==> src/rtl/llsum_pkg.sv <==
package llsum_pkg;
  typedef enum logic [1:0] {
    ST_IDLE = 2'd0,
    ST_ACC  = 2'd1,
    ST_LINK = 2'd2
  } llsum_state_e;
endpackage

==> src/rtl/llsum_shared_adder.sv <==
module llsum_shared_adder #(
  parameter int W = 8
) (
  input  logic [W-1:0] op_a,
  input  logic [W-1:0] op_b,
  output logic [W-1:0] sum_y
);
  // Carry out is dropped on purpose: the result wraps modulo 2**W.
  function automatic logic [W-1:0] wrap_add(input logic [W-1:0] a, input logic [W-1:0] b);
    logic [W:0] full;
    full = {1'b0, a} + {1'b0, b};
    return full[W-1:0];
  endfunction

  assign sum_y = wrap_add(op_a, op_b);
endmodule

==> src/rtl/llsum_ctrl.sv <==
module llsum_ctrl
  import llsum_pkg::*;
(
  input  logic clk,
  input  logic rst,
  input  logic start,
  input  logic link_zero,
  output logic phase_acc,
  output logic phase_link,
  output logic finish,
  output logic done
);
  llsum_state_e state_q, state_d;

  always_comb begin
    state_d = state_q;
    if (start) begin
      state_d = ST_ACC;
    end else begin
      case (state_q)
        ST_ACC:  state_d = ST_LINK;
        ST_LINK: state_d = link_zero ? ST_IDLE : ST_ACC;
        default: state_d = ST_IDLE;
      endcase
    end
  end

  always_ff @(posedge clk) begin
    if (rst) begin
      state_q <= ST_IDLE;
      done    <= 1'b0;
    end else begin
      state_q <= state_d;
      if (start)       done <= 1'b0;
      else if (finish) done <= 1'b1;
    end
  end

  assign phase_acc  = (state_q == ST_ACC);
  assign phase_link = (state_q == ST_LINK);
  assign finish     = phase_link && link_zero;
endmodule

==> src/rtl/llsum_dp.sv <==
module llsum_dp #(
  parameter int W = 8
) (
  input  logic         clk,
  input  logic         rst,
  input  logic         clr,
  input  logic         phase_acc,
  input  logic         phase_link,
  input  logic         finish,
  input  logic [W-1:0] mem_rdata,
  output logic [W-1:0] mem_addr,
  output logic         link_zero,
  output logic [W-1:0] r,
  output logic [W-1:0] ptr_q,
  output logic [W-1:0] numa_q,
  output logic [W-1:0] sum_q
);
  localparam logic [W-1:0] HEAD_ADDR = '0;
  localparam logic [W-1:0] VAL_OFS   = W'(1);
  localparam logic [W-1:0] END_MARK  = '0;

  logic [W-1:0] op_a, add_y;

  // Operand mux for the one adder: running sum in the value cycle, +1 in the link cycle.
  assign op_a = phase_acc ? sum_q : VAL_OFS;

  llsum_shared_adder #(.W(W)) u_add (
    .op_a  (op_a),
    .op_b  (mem_rdata),
    .sum_y (add_y)
  );

  assign mem_addr  = phase_acc ? numa_q : ptr_q;
  assign link_zero = (mem_rdata == END_MARK);

  always_ff @(posedge clk) begin
    if (rst) begin
      ptr_q  <= HEAD_ADDR;
      numa_q <= HEAD_ADDR + VAL_OFS;
      sum_q  <= '0;
      r      <= '0;
    end else if (clr) begin
      ptr_q  <= HEAD_ADDR;
      numa_q <= HEAD_ADDR + VAL_OFS;
      sum_q  <= '0;
    end else begin
      if (phase_acc) sum_q <= add_y;
      if (phase_link) begin
        ptr_q  <= mem_rdata;
        numa_q <= add_y;
      end
      if (finish) r <= sum_q;
    end
  end
endmodule

==> src/rtl/llsum_top.sv <==
module llsum_top #(
  parameter int W = 8
) (
  input  logic         clk,
  input  logic         rst,
  input  logic         start,
  output logic [W-1:0] mem_addr,
  input  logic [W-1:0] mem_rdata,
  output logic         done,
  output logic [W-1:0] r
);
  logic         phase_acc, phase_link, finish, link_zero;
  logic [W-1:0] ptr_q, numa_q, sum_q;

  llsum_ctrl u_ctrl (
    .clk        (clk),
    .rst        (rst),
    .start      (start),
    .link_zero  (link_zero),
    .phase_acc  (phase_acc),
    .phase_link (phase_link),
    .finish     (finish),
    .done       (done)
  );

  llsum_dp #(.W(W)) u_dp (
    .clk        (clk),
    .rst        (rst),
    .clr        (start),
    .phase_acc  (phase_acc),
    .phase_link (phase_link),
    .finish     (finish),
    .mem_rdata  (mem_rdata),
    .mem_addr   (mem_addr),
    .link_zero  (link_zero),
    .r          (r),
    .ptr_q      (ptr_q),
    .numa_q     (numa_q),
    .sum_q      (sum_q)
  );
endmodule

==> config.mk <==
export PLATFORM = sky130hd
export DESIGN_NAME = llsum_top
export DESIGN_NICKNAME = d
export VERILOG_FILES = /design/src/rtl/llsum_pkg.sv /design/src/rtl/llsum_shared_adder.sv /design/src/rtl/llsum_ctrl.sv /design/src/rtl/llsum_dp.sv /design/src/rtl/llsum_top.sv
export SDC_FILE = /design/constraint.sdc
export NUM_CORES = 1
export LEC_CHECK = 0
export ABC_AREA = 1
export BUFFER_PORTS_ARGS = -buffer_cell sky130_fd_sc_hd__buf_2
export CAP_MARGIN = 0
export CORE_MARGIN = 4
export CORE_UTILIZATION = 40
export DETAILED_ROUTE_END_ITERATION = 10
export GPL_TIMING_DRIVEN = 0
export PLACE_DENSITY = 0.7
export REMOVE_ABC_BUFFERS = 1
export SETUP_SLACK_MARGIN = 0.15
export SKIP_CTS_REPAIR_TIMING = 1
export SYNTH_ARGS = -nofsm -noshare
export SYNTH_HDL_FRONTEND = slang
export SYNTH_SLANG_ARGS = --single-unit
==> constraint.sdc <==
create_clock -name clk -period 2.1 [get_ports clk]
set_clock_uncertainty 0.1 [all_clocks]
set_input_delay 0.42 -clock clk [delete_from_list [all_inputs] [get_ports clk]]
set_output_delay 0.42 -clock clk [all_outputs]
set_load 0.02 [all_outputs]
==> flow_metrics.py, run 1 <==
metrics = {
    "final_layout": {
        "final_common_cell": "nand2_1",
        "antennaDiodeCount": 0,
        "final_area_um2": 2510,
        "finalNetCount": 332,
        "layout_common_cells": "nand2_1, dfxtp_1, inv_1",
        "synthToLayoutAreaGrowth_pct": 33.6,
        "drive_gt1_share_pct": 38.1,
    },
    "logic_synthesis": {
        "avgSynthCellArea_um2": 6.92,
        "synth-seq-cells": 35,
        "synth_area_um2": 1880,
        "yosys.area.top_type": "dfxtp_1",
        "synth_top_area_share_pct": 37.2,
        "synth-warning-count": 0,
        "synth_cells": 272,
        "synth.distinct_cells": 26,
        "synthTopCellsByArea": "dfxtp_1, nand2_1, inv_1",
        "ys_seq_area_share_pct": 37.2,
    },
    "drt": {
        "first_pass_iters": 4,
        "post-route-drc-count": 0,
        "routed_wl_um": 5070,
        "viasPerCell": 5.14,
        "vias": 1860,
        "antenna_left": 0,
        "wl_per_cell_um": 14.0,
        "drt-initial-drc-count": 93,
    },
    "timing": {
        "relSlewSlack_pct": 67.4,
        "setup_viol": 1,
        "worst_pin_slew_ns": 0.488,
        "period_needed_ns": 2.11,
        "hold_viol": 0,
        "setup_ws_ns": -0.0106,
        "rsz0062_at_grt": "yes",
        "fin_hold_ws_ns": 0.325,
        "fmax_ghz": 0.474,
        "finalCritPeriodShare_pct": 101,
        "final_max_slew_viol_count": 0,
        "setup-tns-final_ns": -0.0106,
    },
    "power": {
        "peakVddDrop_uv": 240,
        "powerDensity_nw_per_um2": 562,
        "power_uw": 1410,
        "p_leak_uw": 0.00115,
    },
    "flow_run": {
        "cap_violations": 0,
    },
    "floorplan": {
        "die_h_um": 76.6,
        "ioPinCount": 28,
        "rows": 24,
        "die_area_um2": 5870,
        "start_util_pct": 42.3,
        "die_x_um": 76.6,
        "core-area_um2": 4440,
    },
    "grt": {
        "grt_pass1_vias": 1566,
        "antenna_found_initial": 0,
        "grt_overflow_total": 0,
        "grt_use_total_pct": 14.7,
        "grt_pass1_wl_um": 7020,
        "grt_max_degree": 32,
    },
    "outcome": {
        "violations": "negative setup slack",
        "outcome": "complete, but fails checks",
    },
    "min_path": {
        "hp-start": "mem_rdata[2]",
        "min_path_type": "in2reg",
        "hold_depth": 3,
        "hold_end": "u_dp.ptr_q[2]",
    },
    "clock_tree": {
        "root_buffer": "clkbuf_8",
        "clk-insertion-delay-late_ns": 0.29,
        "cts_buffers": 5,
        "clock_path_buffers": 2,
        "h-tree-depth": 2,
        "clk_pin_slew_ns": 0.07,
        "cts_sinks": 35,
        "cts_tree": "built",
    },
    "critical_path": {
        "r2r_cells": 15,
        "path_class": "reg2reg",
        "cp_slowest_cell": "fa_2",
        "cp-end-kind": "register",
        "path_cells": "inv_2, ha_4, nand2_4, ha_4, inv_2, fa_2, inv_2, nand2_2, nand2_2, nand3b_1, nand2_1, nand2_2, nand3_2, nand2_1, inv_1",
        "worst-path-buf-inv": 4,
        "cp.arrival_ns": 2.24,
        "crit_path_start_kind": "register",
        "r2r_end": "u_dp.numa_q[6]",
        "r2r_setup_slack_ns": -0.01,
        "r2r_start": "u_ctrl.state_q[1]",
        "worst_path_dominant_cell_family": "adder cells",
        "cp_slowest_stage_delay_ns": 0.39,
        "timing.critical_path.required_ns": 2.23,
        "cp_max_fo": 8,
    },
    "placement": {
        "dp_hpwl_um": 2910,
        "portBuffers": 27,
        "place.gp.congestion": 0.882,
        "postPlaceCellArea_um2": 2010,
    },
}
==> cell type report <==
| cell class | instances | area [um^2] |
|---|---|---|
| Multi-Input combinational cell | 183 | 1190 |
| Fill cell | 415 | 1930 |
| Clock buffer | 6 | 82.6 |
| Timing Repair Buffer | 41 | 293 |
| Clock inverter | 1 | 5.00 |
| Inverter | 43 | 168 |
| Tap cell | 52 | 65.1 |
| Sequential cell | 35 | 703 |
| Timing Repair inverter | 1 | 7.51 |
==> tightest hold or removal path, stage by stage <==
cell and delay (ns):
buf_2 0.13, nand2_1 0.06, a21oi_1 0.06
==> flip-flops by register name, indices dropped and copies added (netlist names) <==
| signal | flops |
|---|---|
| u_ctrl.state_q | 2 |
| u_dp.r | 8 |
| u_dp.sum_q | 8 |
| u_dp.numa_q | 8 |
| u_dp.ptr_q | 8 |
| u_ctrl.done | 1 |
==> cells by family (layout without fill, tap and decap cells) <==
kind of cell,after synthesis,count (layout),share of synthesized area [%]
flops,35,35,37.2
compound gates,41,41,11.6
xor+xnor,1,1,0.466
simple gates,130,130,30.5
buf+inv,54,92,12.5
fa+ha+maj,11,11,7.71
==> layer usage <==
metal	vias up	part of all wire, %	global-route usage [%]
met4	0	2.5	4.35
met5	-	0	0
met3	12	4.0	4.37
met2	32	50	24.3
met1	875	44	18.5
li1	941	-	-
==> worst max-delay path by stage <==
stage	startpoint	to	slack [ns]	cells past startpoint
6_report	u_ctrl.state_q[1]	u_dp.numa_q[6]	-0.01	15
5_1_grt	u_ctrl.state_q[1]	u_dp.numa_q[6]	-0.10	15
4_1_cts	u_ctrl.state_q[1]	mem_addr[7]	-0.85	5
3_5_place_dp	u_ctrl.state_q[1]	u_dp.sum_q[4]	-0.69	12
3_3_place_gp	u_ctrl.state_q[1]	u_dp.sum_q[4]	-0.58	12
2_1_floorplan	u_ctrl.state_q[1]	u_dp.numa_q[4]	-0.26	12
==> synthesized netlist by cell type, drive strengths merged <==
cell type and n:
nand2 72, inv 43, dfxtp 35, a21oi 25, nor2 25, nand3 18
o21ai 13, buf 10, ha 10, nand4 8, nand3b 3, or2 3
o211ai 2, a211oi 1, clkbuf 1, fa 1, nor3 1, xnor2 1
==> per-stage QoR <==
step	utilization, %	worst slack (ns)	cells
after floorplan	-	-0.259	261
after global placement	45.2	-0.584	340
after detailed placement	45.2	-0.688	340
after CTS	47.2	-0.855	347
after global routing	56.6	-0.104	362
final	56.6	-0.0106	362
==> power breakdown <==
group	internal (uW)	switching, uW	leakage (uW)	total (uW)
Clock	258	248	0.0000470	505
Sequential	674	8.50	0.000284	683
Combinational	92.9	132	0.000816	225
Total	1020	388	0.00115	1410
Note: power is estimated with default switching activity, not from simulation.
==> run 2, diff against run 1 <==
--- a/config.mk
+++ b/config.mk
@@ -6,14 +6,14 @@
 export NUM_CORES = 1
 export LEC_CHECK = 0
 export ABC_AREA = 1
-export BUFFER_PORTS_ARGS = -buffer_cell sky130_fd_sc_hd__buf_2
+export BUFFER_PORTS_ARGS = -buffer_cell sky130_fd_sc_hd__clkbuf_2
 export CAP_MARGIN = 0
 export CORE_MARGIN = 4
 export CORE_UTILIZATION = 40
 export DETAILED_ROUTE_END_ITERATION = 10
 export GPL_TIMING_DRIVEN = 0
+export MAX_ROUTING_LAYER = met4
 export PLACE_DENSITY = 0.7
-export REMOVE_ABC_BUFFERS = 1
 export SETUP_SLACK_MARGIN = 0.15
 export SKIP_CTS_REPAIR_TIMING = 1
 export SYNTH_ARGS = -nofsm -noshare
==> run 2 against run 1 <==
  * The flow still finishes with violations (negative setup slack)
  * Global-route usage is 2.2 points higher
  * Clock power is 17% higher
  * Flip-flop and latch count stayed put
  * First-iteration DRC count is 9.7% higher
  * Worst hold slack worse by 0.080 ns
  * Die area stayed put
  * Critical path depth is 1 higher
  * Final cell count is 1.1% higher
  * Register-to-register slack worse by 0.05 ns
  * Utilization is 0.96 points lower
  * Routed wire length is 4.5% lower
  * Critical endpoint is now u_dp.sum_q[6]
  * Largest power group unchanged
==> flow_metrics.py, run 2 (synthesis gave the netlist of run 1 again) <==
metrics = {
    "drt": {
        "antenna_left": 0,
        "vias": 1802,
        "first_pass_iters": 4,
        "post-route-drc-count": 0,
        "drt-initial-drc-count": 102,
        "viasPerCell": 4.92,
        "routed_wl_um": 4840,
        "wl_per_cell_um": 13.2,
    },
    "placement": {
        "dp_hpwl_um": 3500,
        "place.gp.congestion": 0.889,
        "postPlaceCellArea_um2": 2140,
        "dp_slack_ns": -0.147,
        "portBuffers": 26,
    },
    "timing": {
        "worst_pin_slew_ns": 0.430,
        "hold_viol": 0,
        "setup_ws_ns": -0.0566,
        "relSlewSlack_pct": 71.3,
        "fmax_ghz": 0.464,
        "final_max_slew_viol_count": 0,
        "setup_viol": 5,
        "rsz0062_at_grt": "yes",
        "finalCritPeriodShare_pct": 103,
        "period_needed_ns": 2.16,
        "fin_hold_ws_ns": 0.245,
    },
    "logic_synthesis": {
        "syn_nets": 294,
    },
    "final_layout": {
        "final.fill_count": 428,
        "synthToLayoutAreaGrowth_pct": 31.4,
        "finalNetCount": 336,
        "antennaDiodeCount": 0,
        "layout_common_cells": "nand2_1, inv_1, dfxtp_1",
        "drive_gt1_share_pct": 28.7,
        "final_area_um2": 2470,
        "final_common_cell": "nand2_1",
    },
    "critical_path": {
        "cp-end-kind": "register",
        "cp.arrival_ns": 2.26,
        "crit_path_start_kind": "register",
        "timing.critical_path.required_ns": 2.20,
        "r2r_setup_slack_ns": -0.06,
        "cp_max_fo": 5,
        "r2r_end": "u_dp.sum_q[6]",
        "path_class": "reg2reg",
        "r2r_cells": 16,
        "r2r_start": "u_ctrl.state_q[1]",
    },
    "clock_tree": {
        "cts_tree": "built",
        "clk_pin_slew_ns": 0.07,
        "root_buffer": "clkbuf_8",
        "h-tree-depth": 2,
        "cts_buffers": 5,
        "clock_path_buffers": 2,
        "cts_sinks": 35,
        "clk-insertion-delay-late_ns": 0.29,
    },
    "floorplan": {
        "die_x_um": 76.6,
        "die_h_um": 76.6,
        "rows": 24,
        "ioPinCount": 28,
        "core-area_um2": 4440,
        "die_area_um2": 5870,
        "start_util_pct": 42.3,
    },
    "min_path": {
        "hold_end": "u_dp.r[2]",
        "min_path_type": "in2reg",
        "hold_depth": 2,
        "hp-start": "rst",
    },
    "power": {
        "peakVddDrop_uv": 398,
        "powerDensity_nw_per_um2": 600,
        "p_leak_uw": 0.00118,
    },
    "grt": {
        "grt_max_degree": 11,
        "grt_use_total_pct": 17.0,
        "grt_pass1_wl_um": 7880,
        "grt_pass1_vias": 1758,
        "antenna_found_initial": 0,
        "grt_overflow_total": 0,
    },
    "outcome": {
        "violations": "negative setup slack",
        "outcome": "complete, but fails checks",
    },
    "flow_run": {
        "cap_violations": 0,
    },
}
-- run 2: layout make-up --
class,count,area [um^2],share of cell area (%)
buffer,11,100,4.05
clock buffer,6,72.6,2.94
clock inverter,1,30.0,1.21
inverter,43,164,6.63
multi-input combinational,183,1100,44.6
sequential,35,703,28.4
tap,52,65.1,2.63
timing repair buffer,35,235,9.51
-- run 2: layer usage --
| metal | vias to the layer above | GRT usage (%) | wire (um) |
|---|---|---|---|
| met3 | 8 | 3.78 | 147 |
| li1 | 939 | - | - |
| met5 | - | - | 0 |
| met4 | 0 | 6.34 | 93 |
| met2 | 27 | 29.2 | 2350 |
| met1 | 828 | 19.2 | 2250 |
-- run 2: stage by stage --
step           utilization (%)  TNS, ns  instances  power [uW]
2_1_floorplan                -        0        272         810
3_3_place_gp              48.1   -0.524        350         859
3_5_place_dp              48.1   -0.669        350         860
4_1_cts                   50.4    -1.26        357        1440
5_1_grt                   55.6    -1.38        366        1540
6_report                  55.6   -0.112        366        1480
-- run 2: worst max-delay path by stage --
stage	start	end	slack, ns	cells after the start
global route	u_ctrl.state_q[1]	u_dp.sum_q[6]	-0.14	17
detailed placement	u_ctrl.state_q[1]	u_dp.sum_q[4]	-0.15	16
CTS	u_ctrl.state_q[1]	u_dp.numa_q[4]	-0.17	16
finish	u_ctrl.state_q[1]	u_dp.sum_q[6]	-0.06	16
global placement	u_ctrl.state_q[0]	u_dp.sum_q[4]	-0.14	13
floorplan	u_ctrl.state_q[1]	u_dp.numa_q[4]	0.004	16
-- run 2: power by group --
group	internal, uW	switching [uW]
registers	674	7.70
logic	89.2	119
clock network	348	245
-- run 2: worst max-delay path: stages, from the launching register on --
cell	delay, ns
dfxtp_2	0.33
inv_2	0.05
ha_4	0.16
buf_8	0.13
buf_8	0.13
nand2_4	0.05
ha_4	0.13
inv_2	0.03
fa_2	0.33
inv_1	0.06
nand2_1	0.05
nand2_2	0.07
nand3b_1	0.13
nand3_2	0.09
nand3_1	0.10
nand2_1	0.08
inv_1	0.04
==> run 3, diff against run 2 <==
--- a/config.mk
+++ b/config.mk
@@ -8,12 +8,14 @@
 export ABC_AREA = 1
 export BUFFER_PORTS_ARGS = -buffer_cell sky130_fd_sc_hd__clkbuf_2
 export CAP_MARGIN = 0
+export CELL_PAD_IN_SITES_DETAIL_PLACEMENT = 0
+export CELL_PAD_IN_SITES_GLOBAL_PLACEMENT = 1
 export CORE_MARGIN = 4
-export CORE_UTILIZATION = 40
+export CORE_UTILIZATION = 36
 export DETAILED_ROUTE_END_ITERATION = 10
 export GPL_TIMING_DRIVEN = 0
 export MAX_ROUTING_LAYER = met4
-export PLACE_DENSITY = 0.7
+export PLACE_DENSITY = 0.83
 export SETUP_SLACK_MARGIN = 0.15
 export SKIP_CTS_REPAIR_TIMING = 1
 export SYNTH_ARGS = -nofsm -noshare
==> run 3 against run 2 <==
  * The flow still finishes with violations (negative setup slack)
  * Global-route usage fell by 0.46 points
  * Flip-flop and latch count stayed put
  * Utilization is 4.7 points lower
  * First-iteration DRC count down 16%
  * Register-to-register slack improved by 0.02 ns
  * Routed wire length up 2.0%
  * Sequential share of layout area shrank 1.2 points
  * Combinational power up 9.6%
  * Critical endpoint is now u_dp.numa_q[6]
  * Largest cell class unchanged
  * Largest power group unchanged
==> flow_metrics.py, run 3 (synthesis gave the netlist of run 1 again) <==
metrics = {
    "floorplan": {
        "ioPinCount": 28,
        "core-area_um2": 5070,
        "rows": 26,
        "die_area_um2": 6450,
        "die_x_um": 80.3,
        "start_util_pct": 37.1,
        "die_h_um": 80.3,
    },
    "final_layout": {
        "fin_cells": 386,
        "drive_gt1_share_pct": 35.4,
        "antennaDiodeCount": 0,
        "layout_common_cells": "nand2_1, dfxtp_1, inv_1",
        "final.fill_count": 521,
        "final_common_cell": "nand2_1",
        "synthToLayoutAreaGrowth_pct": 37.2,
        "final_area_um2": 2580,
        "finalNetCount": 339,
    },
    "timing": {
        "finalCritPeriodShare_pct": 102,
        "rsz0062_at_grt": "yes",
        "final_max_slew_viol_count": 0,
        "period_needed_ns": 2.14,
        "hold_viol": 0,
        "fmax_ghz": 0.467,
        "setup_viol": 7,
        "relSlewSlack_pct": 69.7,
        "worst_pin_slew_ns": 0.455,
        "setup_ws_ns": -0.0399,
    },
    "grt": {
        "grt_pass1_wl_um": 7940,
        "grt_overflow_total": 0,
        "grt_use_total_pct": 16.5,
        "grt_max_degree": 11,
        "antenna_found_initial": 0,
        "grt_pass1_vias": 1649,
    },
    "outcome": {
        "outcome": "complete, but fails checks",
        "violations": "negative setup slack",
    },
    "drt": {
        "drt-initial-drc-count": 86,
        "routed_wl_um": 4940,
        "viasPerCell": 4.69,
        "vias": 1810,
        "antenna_left": 0,
        "first_pass_iters": 4,
        "wl_per_cell_um": 12.8,
        "post-route-drc-count": 0,
    },
    "critical_path": {
        "worst_path_dominant_cell_family": "adder cells",
        "r2r_cells": 16,
        "cp.arrival_ns": 2.23,
        "crit_path_start_kind": "register",
        "cp_slowest_cell": "fa_2",
        "cp_slowest_stage_delay_ns": 0.36,
        "r2r_setup_slack_ns": -0.04,
        "r2r_start": "u_ctrl.state_q[1]",
        "worst-path-buf-inv": 6,
        "path_cells": "inv_2, ha_4, buf_8, buf_12, nand2_4, ha_4, inv_2, fa_2, inv_2, nand2_2, nand2_2, nand3b_1, nand3_2, nand3_2, nand2_1, inv_1",
        "cp-end-kind": "register",
        "path_class": "reg2reg",
        "timing.critical_path.required_ns": 2.19,
        "crit_top_cell": "inv_2",
        "r2r_end": "u_dp.numa_q[6]",
        "cp_max_fo": 8,
    },
    "clock_tree": {
        "cts_buffers": 5,
        "clk-insertion-delay-late_ns": 0.28,
        "clk_pin_slew_ns": 0.07,
        "clock_path_buffers": 2,
        "cts_sinks": 35,
        "h-tree-depth": 2,
        "root_buffer": "clkbuf_8",
        "cts_tree": "built",
    },
    "placement": {
        "numPlacedInstances": 368,
        "portBuffers": 26,
        "place.gp.congestion": 0.836,
        "postPlaceCellArea_um2": 2160,
        "dp_hpwl_um": 3550,
    },
    "power": {
        "combPwrFrac_pct": 16.9,
        "p_sw_uw": 361,
        "peakVddDrop_uv": 269,
        "power_frac_seq_pct": 50.4,
        "switching_share_pct": 26.6,
        "p_leak_uw": 0.00121,
        "p_int_uw": 995,
        "p_clk_share_pct": 32.7,
        "powerDensity_nw_per_um2": 525,
    },
    "flow_run": {
        "cap_violations": 0,
    },
    "min_path": {
        "hold_depth": 2,
        "min_path_type": "in2reg",
        "hold_end": "u_dp.r[2]",
        "hp-start": "rst",
    },
    "logic_synthesis": {
        "syn_nets": 294,
    },
}
[run 3: final cells by class]
class	count	area (um^2)	share of cell area (%)
Buffer	11	118	4.55
Clock buffer	6	72.6	2.81
Inverter	43	164	6.35
Multi-Input combinational cell	183	1190	46.2
Sequential cell	35	703	27.2
Tap cell	70	87.6	3.39
Timing Repair Buffer	38	244	9.45
[run 3: power by group through the flow]
stage	sequential [uW]	combinational (uW)	clock (uW)
floorplan	695	116	0
global placement	697	163	0
detailed placement	697	164	0
CTS	682	165	456
global route	684	253	482
finish	683	228	444
[run 3: worst max-delay path by stage]
stage / cells after the start / startpoint / to
global placement: 13 / u_ctrl.state_q[0] / u_dp.numa_q[4]
finish: 16 / u_ctrl.state_q[1] / u_dp.numa_q[6]
detailed placement: 13 / u_ctrl.state_q[0] / u_dp.numa_q[4]
CTS: 13 / u_ctrl.state_q[0] / u_dp.numa_q[4]
floorplan: 16 / u_ctrl.state_q[1] / u_dp.numa_q[4]
global route: 17 / u_ctrl.state_q[1] / u_dp.sum_q[6]
[run 3: worst register-to-register path: cells and delay by family (launching register included)]
family	cells	cell delay, ns
buf+inv	6	0.44
simple gates	7	0.55
flops	1	0.33
fa+ha+maj	3	0.64
[run 3: per-layer routing]
metal	track usage [%]	wire, um	up-vias
li1	-	-	950
met1	20.1	2250	836
met2	27.5	2510	18
met3	3.25	113	6
met4	5.07	66	0
met5	-	0	-
[run 3: metrics by stage]
stage               total power, uW  hold slack, ns  utilization (%)  setup slack, ns  TNS, ns
finish                         1360           0.269             50.9          -0.0399   -0.198
global route                   1420           0.264             50.9           -0.169    -1.78
CTS                            1300           0.260             44.0           -0.208    -1.51
detailed placement              862           0.347             42.6           -0.197   -0.905
global placement                860           0.338             42.6           -0.174   -0.689
floorplan                       810           0.328                -          0.00408        0
